[src/rtl/ctx_seq_pkg.sv]
package ctx_seq_pkg;
  typedef enum logic [1:0] {
    BR_NONE = 2'b00,
    BR_JUMP = 2'b01,
    BR_COND = 2'b10,
    BR_LOOP = 2'b11
  } br_class_e;
endpackage

[src/rtl/ctx_next_addr.sv]
module ctx_next_addr
  import ctx_seq_pkg::*;
#(
  parameter int ADDR_W = 4
) (
  input  br_class_e         cls_i,
  input  logic [ADDR_W-1:0] pc_i,
  input  logic [ADDR_W-1:0] tgt_i,
  input  logic              jump_valid_i,
  input  logic              jump_cond_i,
  input  logic [ADDR_W-1:0] jump_target_i,
  output logic [ADDR_W-1:0] step_addr_o,
  output logic              stay_o,
  output logic              pf_ok_o,
  output logic [ADDR_W-1:0] pf_addr_o
);
  logic [ADDR_W-1:0] pc_inc;
  logic              taken;

  assign pc_inc = pc_i + ADDR_W'(1);
  assign taken  = jump_valid_i && jump_cond_i;

  always_comb begin
    stay_o      = 1'b0;
    step_addr_o = pc_inc;
    if (taken) begin
      step_addr_o = jump_target_i;
    end else begin
      unique case (cls_i)
        BR_JUMP: step_addr_o = tgt_i;
        BR_LOOP: stay_o      = !jump_valid_i;
        default: step_addr_o = pc_inc;
      endcase
    end
  end

  // successor known ahead of the step for every class but conditional
  assign pf_ok_o   = (cls_i != BR_COND);
  assign pf_addr_o = (cls_i == BR_JUMP) ? tgt_i : pc_inc;
endmodule

[src/rtl/ctx_fetch_port.sv]
module ctx_fetch_port #(
  parameter int ADDR_W = 4
) (
  input  logic              clk_i,
  input  logic              rst_ni,
  input  logic              want_vld_i,
  input  logic [ADDR_W-1:0] want_addr_i,
  input  logic              mem_ready_i,
  output logic              req_o,
  output logic [ADDR_W-1:0] addr_o,
  output logic              done_o
);
  logic              req_q;
  logic [ADDR_W-1:0] addr_q;

  always_ff @(posedge clk_i or negedge rst_ni) begin
    if (!rst_ni) begin
      req_q  <= 1'b0;
      addr_q <= '0;
    end else if (req_q) begin
      if (mem_ready_i) req_q <= 1'b0;
    end else if (want_vld_i) begin
      req_q  <= 1'b1;
      addr_q <= want_addr_i;
    end
  end

  assign req_o  = req_q;
  assign addr_o = addr_q;
  assign done_o = req_q && mem_ready_i;

  assert_req_hold_R3: assert property (@(posedge clk_i) disable iff (!rst_ni)
    req_q && !mem_ready_i |=> req_q && $stable(addr_q));
endmodule

[src/rtl/context_sequencer.sv]
module context_sequencer
  import ctx_seq_pkg::*;
#(
  parameter int ADDR_W = 4,
  parameter int PAY_W  = 8,
  localparam int CTX_W = PAY_W + ADDR_W + 2
) (
  input  logic              clk_i,
  input  logic              rst_ni,
  input  logic              step_en_i,
  input  logic              jump_valid_i,
  input  logic              jump_cond_i,
  input  logic [ADDR_W-1:0] jump_target_i,
  input  logic [CTX_W-1:0]  mem_rdata_i,
  input  logic              mem_ready_i,
  output logic [ADDR_W-1:0] mem_addr_o,
  output logic              mem_req_o,
  output logic [CTX_W-1:0]  ctx_o,
  output logic              stall_o
);
  logic [ADDR_W-1:0] pc_q;
  logic [CTX_W-1:0]  act_q, shd_q;
  logic              act_vld_q, shd_vld_q;
  logic [ADDR_W-1:0] shd_addr_q;

  br_class_e         cls;
  logic [ADDR_W-1:0] tgt_f, step_addr, pf_addr, want_addr, rd_addr;
  logic              stay, pf_ok, want_vld, done, adv, to_active, to_shadow;

  assign cls   = br_class_e'(act_q[1:0]);
  assign tgt_f = act_q[ADDR_W+1:2];

  ctx_next_addr #(.ADDR_W(ADDR_W)) u_next (
    .cls_i         (cls),
    .pc_i          (pc_q),
    .tgt_i         (tgt_f),
    .jump_valid_i  (jump_valid_i),
    .jump_cond_i   (jump_cond_i),
    .jump_target_i (jump_target_i),
    .step_addr_o   (step_addr),
    .stay_o        (stay),
    .pf_ok_o       (pf_ok),
    .pf_addr_o     (pf_addr)
  );

  assign want_vld  = !act_vld_q || (pf_ok && !shd_vld_q);
  assign want_addr = act_vld_q ? pf_addr : pc_q;

  ctx_fetch_port #(.ADDR_W(ADDR_W)) u_fetch (
    .clk_i       (clk_i),
    .rst_ni      (rst_ni),
    .want_vld_i  (want_vld),
    .want_addr_i (want_addr),
    .mem_ready_i (mem_ready_i),
    .req_o       (mem_req_o),
    .addr_o      (rd_addr),
    .done_o      (done)
  );

  assign adv       = step_en_i && act_vld_q && !stay;
  // returning words are kept only if they still match what is needed
  assign to_active = done && !act_vld_q && (rd_addr == pc_q);
  assign to_shadow = done && act_vld_q && !adv && !shd_vld_q && pf_ok
                     && (rd_addr == pf_addr);

  always_ff @(posedge clk_i or negedge rst_ni) begin
    if (!rst_ni) begin
      pc_q       <= '0;
      act_q      <= '0;
      act_vld_q  <= 1'b0;
      shd_q      <= '0;
      shd_vld_q  <= 1'b0;
      shd_addr_q <= '0;
    end else if (adv) begin
      pc_q      <= step_addr;
      shd_vld_q <= 1'b0;
      if (shd_vld_q && shd_addr_q == step_addr) begin
        act_q <= shd_q;
      end else if (done && rd_addr == step_addr) begin
        act_q <= mem_rdata_i;
      end else begin
        act_vld_q <= 1'b0;
      end
    end else begin
      if (to_active) begin
        act_q     <= mem_rdata_i;
        act_vld_q <= 1'b1;
      end
      if (to_shadow) begin
        shd_q      <= mem_rdata_i;
        shd_addr_q <= rd_addr;
        shd_vld_q  <= 1'b1;
      end
    end
  end

  assign mem_addr_o = rd_addr;
  assign ctx_o      = act_q;
  assign stall_o    = !act_vld_q;

  assert_stall_freeze_R2: assert property (@(posedge clk_i) disable iff (!rst_ni)
    stall_o |=> $stable(pc_q));
  assert_cond_no_prefetch_R7: assert property (@(posedge clk_i) disable iff (!rst_ni)
    act_vld_q && cls == BR_COND && !mem_req_o |=> !mem_req_o);
  assert_loop_keeps_ctx_R8: assert property (@(posedge clk_i) disable iff (!rst_ni)
    step_en_i && act_vld_q && cls == BR_LOOP && !jump_valid_i |=> !stall_o && $stable(ctx_o));
  assert_ctx_stable_R10: assert property (@(posedge clk_i) disable iff (!rst_ni)
    act_vld_q && !step_en_i |=> $stable(ctx_o));
endmodule

[config.mk]
export PLATFORM = sky130hd
export DESIGN_NAME = context_sequencer
export DESIGN_NICKNAME = d
export VERILOG_FILES = /design/src/rtl/ctx_seq_pkg.sv /design/src/rtl/ctx_next_addr.sv /design/src/rtl/ctx_fetch_port.sv /design/src/rtl/context_sequencer.sv
export SDC_FILE = /design/constraint.sdc
export NUM_CORES = 1
export LEC_CHECK = 0
export BUFFER_PORTS_ARGS = -buffer_cell sky130_fd_sc_hd__buf_4
export CORE_ASPECT_RATIO = 0.9
export CORE_UTILIZATION = 55
export DETAILED_ROUTE_END_ITERATION = 10
export GPL_TIMING_DRIVEN = 0
export HOLD_SLACK_MARGIN = 0.1
export PLACE_DENSITY = 0.91
export SYNTH_ARGS = -nofsm -noshare
export SYNTH_HDL_FRONTEND = slang
export SYNTH_SLANG_ARGS = --single-unit
[constraint.sdc]
create_clock -name clk_i -period 3.6 [get_ports clk_i]
set_input_delay 0.36 -clock clk_i [delete_from_list [all_inputs] [get_ports clk_i]]
set_output_delay 0.36 -clock clk_i [all_outputs]
set_load 0.01 [all_outputs]
==> results.sh, run 1 <==
export IMPL_status="completed"
export IMPL_synth_top_cell_area_share_pct=46.5
export IMPL_cp_max_fo=10
export IMPL_finalSetupViolCount=0
export IMPL_fmax_mhz=334
export IMPL_synth_nets=222
export IMPL_finalCriticalPeriod_ns=3.00
export IMPL_ios=44
export IMPL_power_leakage_nw=1.32
export IMPL_ys_flop_type="dfrtp_1"
export IMPL_switching_share_pct=38.1
export IMPL_synth_edf_count=0
export IMPL_cts_buffer_depth=2
export IMPL_grt_max_degree=44
export IMPL_yosys_warnings=0
export IMPL_routed_wl_met3_um=288
export IMPL_h_tree_depth=2
export IMPL_finalMaxSlewViolations=0
export IMPL_min_from="mem_rdata_i[2]"
export IMPL_endpoint_kind="register"
export IMPL_layout_drive_gt1_share_pct=36.5
export IMPL_grt_setup_unrepaired="false"
export IMPL_via_per_inst=5.64
export IMPL_switchingPower_mw=0.897
export IMPL_internal_power_mw=1.46
export IMPL_grt_pass1_vias=1635
export IMPL_synthesis_area_um2=2310
export IMPL_clk_latency_ns=0.29
export IMPL_cp_start_kind="register"
export IMPL_slew_headroom_pct=36.7
export IMPL_pwr_share_clk_pct=14.0
export IMPL_drt_pre_antenna_iters=4
export IMPL_syn_avg_cell_area_um2=11.7
export IMPL_globalplace_congestion=0.946
export IMPL_combPwrFrac_pct=48.7
export IMPL_critPathKind="register to register"
export IMPL_cts_reportedPaths_clkPinSlew_ns=0.08
export IMPL_vias=1663
export IMPL_fin_worst_skew_ns=0.00437
export IMPL_port_buffers=43
export IMPL_cts_made_buffers=5
export IMPL_ys_seq_area_share_pct=46.5
export IMPL_core_um2=3860
export IMPL_worst_slew_pin_slew_ns=0.945
export IMPL_cts_sinks=43
export IMPL_layout_nets=273
export IMPL_crit_chain="ha_1 -> a211oi_1 -> or3_1 -> o2111ai_2 -> nor4_4 -> buf_6 -> mux2_1 -> mux2_1"
export IMPL_synth_top_cell_by_area="dfrtp_1"
export IMPL_start_util_pct=59.9
export IMPL_cp_top_family="simple AND/OR/NAND/NOR gates"
export IMPL_tns_ns=0
export IMPL_top_layer_used="met4"
export IMPL_drtAntennaViolNets=0
export IMPL_die_area_um2=4470
export IMPL_synth_seq_cells=43
export IMPL_met1Wirelength_um=2140
export IMPL_area_growth_pct=21.2
export IMPL_ys_types=44
export IMPL_crit_required_ns=3.77
export IMPL_fin_crit_sh_pct=83.2
export IMPL_die_h_um=63.5
export IMPL_total_power_mw=2.35
export IMPL_rr_startpoint="pc_q[0]"
export IMPL_rrSetupSlack_ns=0.60
export IMPL_finalHoldViolCount=0
export IMPL_ff_latch_area_um2=1080
export IMPL_grt_overflow=0
export IMPL_ff2ff_path_depth=8
export IMPL_yosys_top_cells_area="dfrtp_1, mux2_2, mux2_1, xnor2_1, a21oi_1"
export IMPL_cts_tree="built"
export IMPL_power_density_nw_per_um2=840
export IMPL_dp_hpwl_um=3410
export IMPL_slowest_delay_ns=0.49
export IMPL_routed_wl_um=4590
export IMPL_async_reset_ff_share_pct=100
export IMPL_seqPwrFrac_pct=37.3
export IMPL_antenna_cells=0
export IMPL_cts_root_buf="clkbuf_8"
export IMPL_drv_cap=0
export IMPL_min_path_type="input pin to register"
export IMPL_die_w_um=70.3
export IMPL_vdd_ir_drop_max_mv=0.516
export IMPL_regToRegEndpoint="ctx_o[13]"
export IMPL_timing_critical_path_mode_cell="mux2_1"
export IMPL_row_count=21
export IMPL_min_path_cells=2
export IMPL_num_fill_cells=284
export IMPL_drt_initial_drc_count=171
export IMPL_multi_input_area_um2=1170
export IMPL_post_drt_wl_per_cell_um=15.5
export IMPL_arrival_ns=3.17
export IMPL_hold_path_end="shd_q[2]"
export IMPL_grt_use_total_pct=22.9
export IMPL_syn_instance_count=197
export IMPL_wl_met2_um=2100
export IMPL_antenna_found_initial=0
export IMPL_grt_pass1_wl_um=7810
export IMPL_slowest_stage="nor4_4"
export IMPL_drcViolationCount=0
export IMPL_path_buf_inv=1
repair_timing:
item	CTS	global route
endpoints found under the hold margin	43	0
buffers inserted	0	0
gates resized for setup	0	0
hold buffers	1	0
layer usage:
layer | global-route usage [%] | vias to the layer above
li1 | - | 801
met1 | 32.3 | 802
met2 | 35.2 | 55
met3 | 4.64 | 5
met4 | 8.00 | 0
met5 | 0 | -
kinds of logic (layout without fill, tap and decap cells):
family | count (synthesis) | after routing | share of synthesized area [%]
muxes | 52 | 52 | 25.7
xor gates and xnor gates | 15 | 15 | 5.68
AOI/OAI and AO/OA | 30 | 30 | 8.66
DFF | 43 | 43 | 46.5
and+or+nand+nor | 45 | 45 | 10.1
buffers and inverters | 11 | 63 | 2.76
adders and majority gates | 1 | 1 | 0.541
synthesized netlist by cell type, types with 3 or more instances:
library cell,count
nor2_1,11
dfrtp_1,43
mux2i_1,5
mux2_1,18
nand2_1,14
xnor2_1,9
xor2_1,6
a21o_1,3
mux2_2,27
clkbuf_1,3
nand3_1,3
nor3_1,3
a21oi_1,13
registers in the layout, summed over array words and instances, names as in the netlist:
name and cells:
act_vld_q 1, shd_vld_q 1, u_fetch.addr_o 4, u_fetch.req_o 1, pc_q 4, shd_addr_q 4
shd_q 14, ctx_o 14
cell type report:
type / count / area share (%)
buffer: 9 / 2.01
clock buffer: 8 / 3.57
inverter: 2 / 0.268
multi-input combinational: 143 / 41.8
sequential: 43 / 38.4
tap: 46 / 2.05
timing repair buffer: 44 / 11.9
power by group through the flow:
stage / clock, mW / combinational (mW) / sequential, mW
finish: 0.329 / 1.15 / 0.879
global route: 0.365 / 1.26 / 0.908
CTS: 0.339 / 1.15 / 0.878
detailed placement: 0 / 1.14 / 0.887
global placement: 0 / 1.12 / 0.871
floorplan: 0 / 0.764 / 0.890
through the flow:
step / setup WS (ns) / cells / instance area, um2 / util (%) / hold WS (ns)
final: 0.604 / 295 / 2800 / 72.6 / 0.311
after global routing: 0.426 / 295 / 2800 / 72.6 / 0.302
after CTS: 0.564 / 295 / 2800 / 72.6 / 0.303
after detailed placement: 0.595 / 286 / 2690 / 69.7 / 0.378
after global placement: 0.647 / 286 / 2690 / 69.7 / 0.376
after floorplan: 0.935 / 197 / 2310 / - / 0.0644
cell usage in the layout (no fill, tap or decap), types with 3 or more instances in the layout:
cell type  instances
clkbuf_8           7
xnor2_1            9
nor3_1             3
a21o_1             3
mux2_1            18
dfrtp_1           43
nand2_1           14
clkbuf_1           4
xor2_1             6
nand3_1            3
mux2_2            27
mux2i_1            5
a21oi_1           13
nor2_1            11
buf_4             44
worst max-delay path by stage:
stage,start,endpoint,slack [ns],cells after the start
after floorplan,ctx_o[1],ctx_o[10],0.94,9
after global placement,pc_q[0],ctx_o[9],0.65,8
after detailed placement,pc_q[0],ctx_o[7],0.60,8
after CTS,pc_q[0],ctx_o[7],0.56,8
after global routing,ctx_o[1],ctx_o[13],0.43,9
final,pc_q[0],ctx_o[13],0.60,8
(Power assumes the default switching activity.)
==> run 2: changes to the inputs <==
clock period = 3.09 ns   (was 3.6 ns; I/O delays follow)
==> run 2 against run 1 <==
Sequential cell count did not move. Design area unchanged. Sequential share of layout area is the same. Via count rose by 0.30%. Non-clock buffer count is the same. Die area did not move. Count of clock-buffer cells in the layout is the same. Wire length rose by 0.65%. Critical path type unchanged. Largest power group unchanged. Highest routed layer unchanged.
==> results.sh, run 2 (synthesis gave the netlist of run 1 again) <==
export IMPL_die_area_um2=4470
export IMPL_area_growth_pct=21.2
export IMPL_rr_startpoint="pc_q[0]"
export IMPL_vdd_ir_drop_max_mv=0.602
export IMPL_num_fill_cells=284
export IMPL_drt_pre_antenna_iters=4
export IMPL_slowest_stage="dfrtp_1"
export IMPL_placed_cells=286
export IMPL_critPathKind="register to register"
export IMPL_grt_pass1_vias=1635
export IMPL_drcViolationCount=0
export IMPL_cts_reportedPaths_clkPinSlew_ns=0.08
export IMPL_cp_start_kind="register"
export IMPL_row_count=21
export IMPL_grt_setup_unrepaired="false"
export IMPL_drv_cap=0
export IMPL_tns_ns=0
export IMPL_timing_critical_path_mode_cell="mux2_1"
export IMPL_layout_nets=273
export IMPL_use_met3_pct=4.64
export IMPL_met1_usage_pct=32.3
export IMPL_total_power_mw=2.75
export IMPL_slowest_delay_ns=0.48
export IMPL_globalplace_congestion=0.946
export IMPL_arrival_ns=3.11
export IMPL_crit_chain="ha_1 -> xor2_1 -> mux2_4 -> mux2i_4 -> xnor2_1 -> nor4_4 -> buf_6 -> mux2_1 -> mux2_1"
export IMPL_layout_common_cells="buf_4, dfrtp_1, mux2_2"
export IMPL_via_per_inst=5.65
export IMPL_finalCriticalPeriod_ns=2.94
export IMPL_final_common_cell="buf_4"
export IMPL_dp_hpwl_um=3410
export IMPL_port_buffers=43
export IMPL_post_drt_wl_per_cell_um=15.6
export IMPL_regToRegEndpoint="ctx_o[13]"
export IMPL_preCtsSetupSlack_ns=0.0851
export IMPL_clk_latency_ns=0.29
export IMPL_fmax_mhz=340
export IMPL_design_area_um2=2800
export IMPL_drt_initial_drc_count=123
export IMPL_utilization_pct=72.6
export IMPL_hold_path_end="shd_q[2]"
export IMPL_vias=1668
export IMPL_cp_top_family="multiplexers"
export IMPL_die_w_um=70.3
export IMPL_fin_crit_sh_pct=95.2
export IMPL_power_density_nw_per_um2=980
export IMPL_crit_required_ns=3.26
export IMPL_min_from="mem_rdata_i[2]"
export IMPL_holdWs_ns=0.260
export IMPL_h_tree_depth=2
export IMPL_post_cts_buffers=0
export IMPL_worst_slew_pin_slew_ns=0.943
export IMPL_grt_pass1_wl_um=7810
export IMPL_grt_overflow=0
export IMPL_drtAntennaViolNets=0
export IMPL_routed_wl_um=4620
export IMPL_finalMaxSlewViolations=0
export IMPL_ios=44
export IMPL_cp_max_fo=10
export IMPL_slew_headroom_pct=36.9
export IMPL_finalHoldViolCount=0
export IMPL_die_h_um=63.5
export IMPL_grt_max_degree=44
export IMPL_setup_ws_ns=0.149
export IMPL_min_path_cells=2
export IMPL_cts_resized=0
export IMPL_power_leakage_nw=1.32
export IMPL_finalSetupViolCount=0
export IMPL_cp_depth=9
export IMPL_instances_no_fill=295
export IMPL_ff2ff_path_depth=9
export IMPL_cts_made_buffers=5
export IMPL_layout_drive_gt1_share_pct=36.5
export IMPL_antenna_found_initial=0
export IMPL_cts_buffer_depth=2
export IMPL_core_um2=3860
export IMPL_grt_busiest_layer="met2"
export IMPL_fin_worst_skew_ns=0.00449
export IMPL_use_met2_pct=35.2
export IMPL_path_buf_inv=1
export IMPL_cts_root_buf="clkbuf_8"
export IMPL_grt_use_total_pct=22.9
export IMPL_place_area_um2=2690
export IMPL_rrSetupSlack_ns=0.15
export IMPL_antenna_cells=0
export IMPL_status="completed"
export IMPL_endpoint_kind="register"
export IMPL_cts_tree="built"
export IMPL_min_path_type="input pin to register"
export IMPL_cts_sinks=43
export IMPL_start_util_pct=59.9
[run 2: cell counts in the layout (fill, tap and decap cells not counted)]
Identical to the previous run, type by type.
[run 2: repair_timing]
action	CTS	global route
endpoints found under the hold margin	43	0
hold buffers	1	0
setup endpoints to repair	0	9
[run 2: where the power goes]
| group | internal, mW | switching, mW |
|---|---|---|
| sequential | 0.816 | 0.208 |
| combinational | 0.680 | 0.659 |
| clock | 0.204 | 0.179 |
| total | 1.70 | 1.05 |
[run 2: final cells by class]
class / count / area, um2 / area share (%)
buffer: 9 / 56.3 / 2.01
clock buffer: 8 / 100 / 3.57
inverter: 2 / 7.51 / 0.268
multi-input combinational: 143 / 1170 / 41.8
sequential: 43 / 1080 / 38.4
tap: 46 / 57.6 / 2.05
timing repair buffer: 44 / 333 / 11.9
[run 2: metal layers]
layer / vias to the layer above / share of wire, %
li1: 801 / -
met1: 806 / 47
met2: 54 / 45
met3: 7 / 6.4
met4: 0 / 1.4
met5: - / 0
[run 2: how the worst max path moves through the flow]
| stage | from | to | slack, ns |
|---|---|---|---|
| 3_5_place_dp | pc_q[0] | ctx_o[7] | 0.09 |
| 2_1_floorplan | ctx_o[1] | ctx_o[10] | 0.43 |
| 6_report | pc_q[0] | ctx_o[13] | 0.15 |
| 3_3_place_gp | pc_q[0] | ctx_o[9] | 0.14 |
| 5_1_grt | pc_q[0] | ctx_o[13] | 0.02 |
| 4_1_cts | pc_q[0] | ctx_o[7] | 0.05 |
[run 2: worst reg2reg max path, delay by kind of cell (launching register included)]
kind,cells,cell delay [ns]
mux,4,1.11
flops,1,0.48
simple gates,1,0.43
xor+xnor,2,0.34
fa+ha+maj,1,0.25
buf+inv,1,0.22
==> run 3: changes to the inputs <==
clock period = 3 ns   (was 3.09 ns; I/O delays follow)
==> run 3 against run 2 <==
Final cell count grew 0.68%. Largest power group unchanged. Critical path depth is 1 lower. Power up 3.1%.
==> results.sh, run 3 (synthesis gave the netlist of run 1 again) <==
export IMPL_switchingPower_mw=1.08
export IMPL_h_tree_depth=2
export IMPL_grt_pass1_vias=1637
export IMPL_cts_resized=0
export IMPL_grt_pass1_wl_um=7810
export IMPL_ff_latch_area_um2=1080
export IMPL_slew_headroom_pct=36.2
export IMPL_setup_ws_ns=0.111
export IMPL_num_fill_cells=282
export IMPL_power_density_nw_per_um2=1000
export IMPL_finalMaxSlewViolations=0
export IMPL_endpoint_kind="register"
export IMPL_multi_input_area_um2=1170
export IMPL_area_growth_pct=21.9
export IMPL_die_w_um=70.3
export IMPL_core_um2=3860
export IMPL_layout_common_cells="buf_4, dfrtp_1, mux2_2"
export IMPL_cts_tree="built"
export IMPL_die_area_um2=4470
export IMPL_met1_usage_pct=32.3
export IMPL_cp_start_kind="register"
export IMPL_pwr_share_clk_pct=14.0
export IMPL_start_util_pct=59.9
export IMPL_switching_share_pct=38.1
export IMPL_combPwrFrac_pct=48.7
export IMPL_preCtsSetupSlack_ns=-0.00488
export IMPL_dp_hpwl_um=3410
export IMPL_via_per_inst=5.63
export IMPL_tns_ns=0
export IMPL_cts_made_buffers=5
export IMPL_drv_cap=0
export IMPL_drt_pre_antenna_iters=4
export IMPL_globalplace_congestion=0.946
export IMPL_cp_max_fo=10
export IMPL_min_from="mem_rdata_i[2]"
export IMPL_grt_busiest_layer="met2"
export IMPL_use_met3_pct=4.64
export IMPL_drt_initial_drc_count=157
export IMPL_finalHoldViolCount=0
export IMPL_grt_overflow=0
export IMPL_layout_drive_gt1_share_pct=37.1
export IMPL_critPathKind="register to register"
export IMPL_final_common_cell="buf_4"
export IMPL_fin_worst_skew_ns=0.00578
export IMPL_finalCriticalPeriod_ns=2.89
export IMPL_rr_startpoint="pc_q[0]"
export IMPL_worst_slew_pin_slew_ns=0.952
export IMPL_total_power_mw=2.83
export IMPL_fmax_mhz=346
export IMPL_power_leakage_nw=1.33
export IMPL_utilization_pct=73.0
export IMPL_internal_power_mw=1.75
export IMPL_routed_wl_um=4610
export IMPL_drtAntennaViolNets=0
export IMPL_die_h_um=63.5
export IMPL_port_buffers=43
export IMPL_layout_nets=275
export IMPL_row_count=21
export IMPL_use_met2_pct=35.2
export IMPL_grt_use_total_pct=22.9
export IMPL_drcViolationCount=0
export IMPL_cts_reportedPaths_clkPinSlew_ns=0.08
export IMPL_ff2ff_path_depth=8
export IMPL_cts_sinks=43
export IMPL_critical_path_startpoint="pc_q[0]"
export IMPL_clk_latency_ns=0.29
export IMPL_grt_max_degree=44
export IMPL_post_drt_wl_per_cell_um=15.5
export IMPL_antenna_found_initial=0
export IMPL_cts_root_buf="clkbuf_8"
export IMPL_cts_buffer_depth=2
export IMPL_ios=44
export IMPL_seqPwrFrac_pct=37.3
export IMPL_arrival_ns=3.06
export IMPL_crit_required_ns=3.17
export IMPL_vias=1673
export IMPL_antenna_cells=0
export IMPL_min_path_cells=2
export IMPL_vdd_ir_drop_max_mv=0.622
export IMPL_fin_crit_sh_pct=96.3
export IMPL_min_path_type="input pin to register"
export IMPL_status="completed"
export IMPL_finalSetupViolCount=0
==> run 3: cell count changes in the layout (fill, tap and decap cells not counted), sizes merged <==
| cell | change |
|---|---|
| buf | +2 |
==> run 3: final timing paths <==
check	end	slack (ns)
max	ctx_o[13]	0.11
min	shd_q[2]	0.25
max reg2reg	ctx_o[13]	0.11
min reg2reg	ctx_o[9]	0.49
max in group asynchronous	ctx_o[10]	2.11
min in group asynchronous	u_fetch.addr_o[3]	0.52
==> run 3: layer usage <==
layer,wire length [um],share of wire (%)
met1,2200,48
met2,2120,46
met3,240,5.2
met4,49,1.1
met5,0,0
==> run 3: power by group through the flow <==
stage / registers [mW] / logic [mW] / clock network [mW]
after floorplan: 1.07 / 0.917 / 0
after global placement: 1.05 / 1.34 / 0
after detailed placement: 1.06 / 1.37 / 0
after CTS: 1.05 / 1.38 / 0.407
after global routing: 1.09 / 1.51 / 0.438
final: 1.06 / 1.38 / 0.396
==> run 3: area by class of cell <==
| cell class | count | area share, % |
|---|---|---|
| clock buffers | 8 | 3.55 |
| flip-flops and latches | 43 | 38.2 |
| multi-input cells | 143 | 41.6 |
| well taps | 46 | 2.04 |
| repair buffers | 46 | 12.3 |
| plain buffers | 9 | 2.00 |
| inverters | 2 | 0.266 |
==> run 3: what timing repair did <==
action                     in CTS  in global routing
hold buffers                    1                  0
hold endpoints to repair       43                  0
pin swaps                       1                  1
setup endpoints to repair       9                  9
setup buffers                   0                  2
==> run 3: worst max-delay path, cell delays in order (launching register included) <==
cell,delay [ns]
dfrtp_1,0.48
ha_1,0.34
a211oi_1,0.38
or3_1,0.18
o2111ai_2,0.20
nor4_4,0.37
buf_6,0.21
mux2_1,0.33
mux2_1,0.30
==> run 3: metrics by stage <==
step	cell area (um2)	hold WS (ns)	instances
global placement	2690	0.316	286
floorplan	2310	0.00441	197
CTS	2800	0.243	295
global route	2820	0.242	297
detailed placement	2690	0.318	286
finish	2820	0.251	297
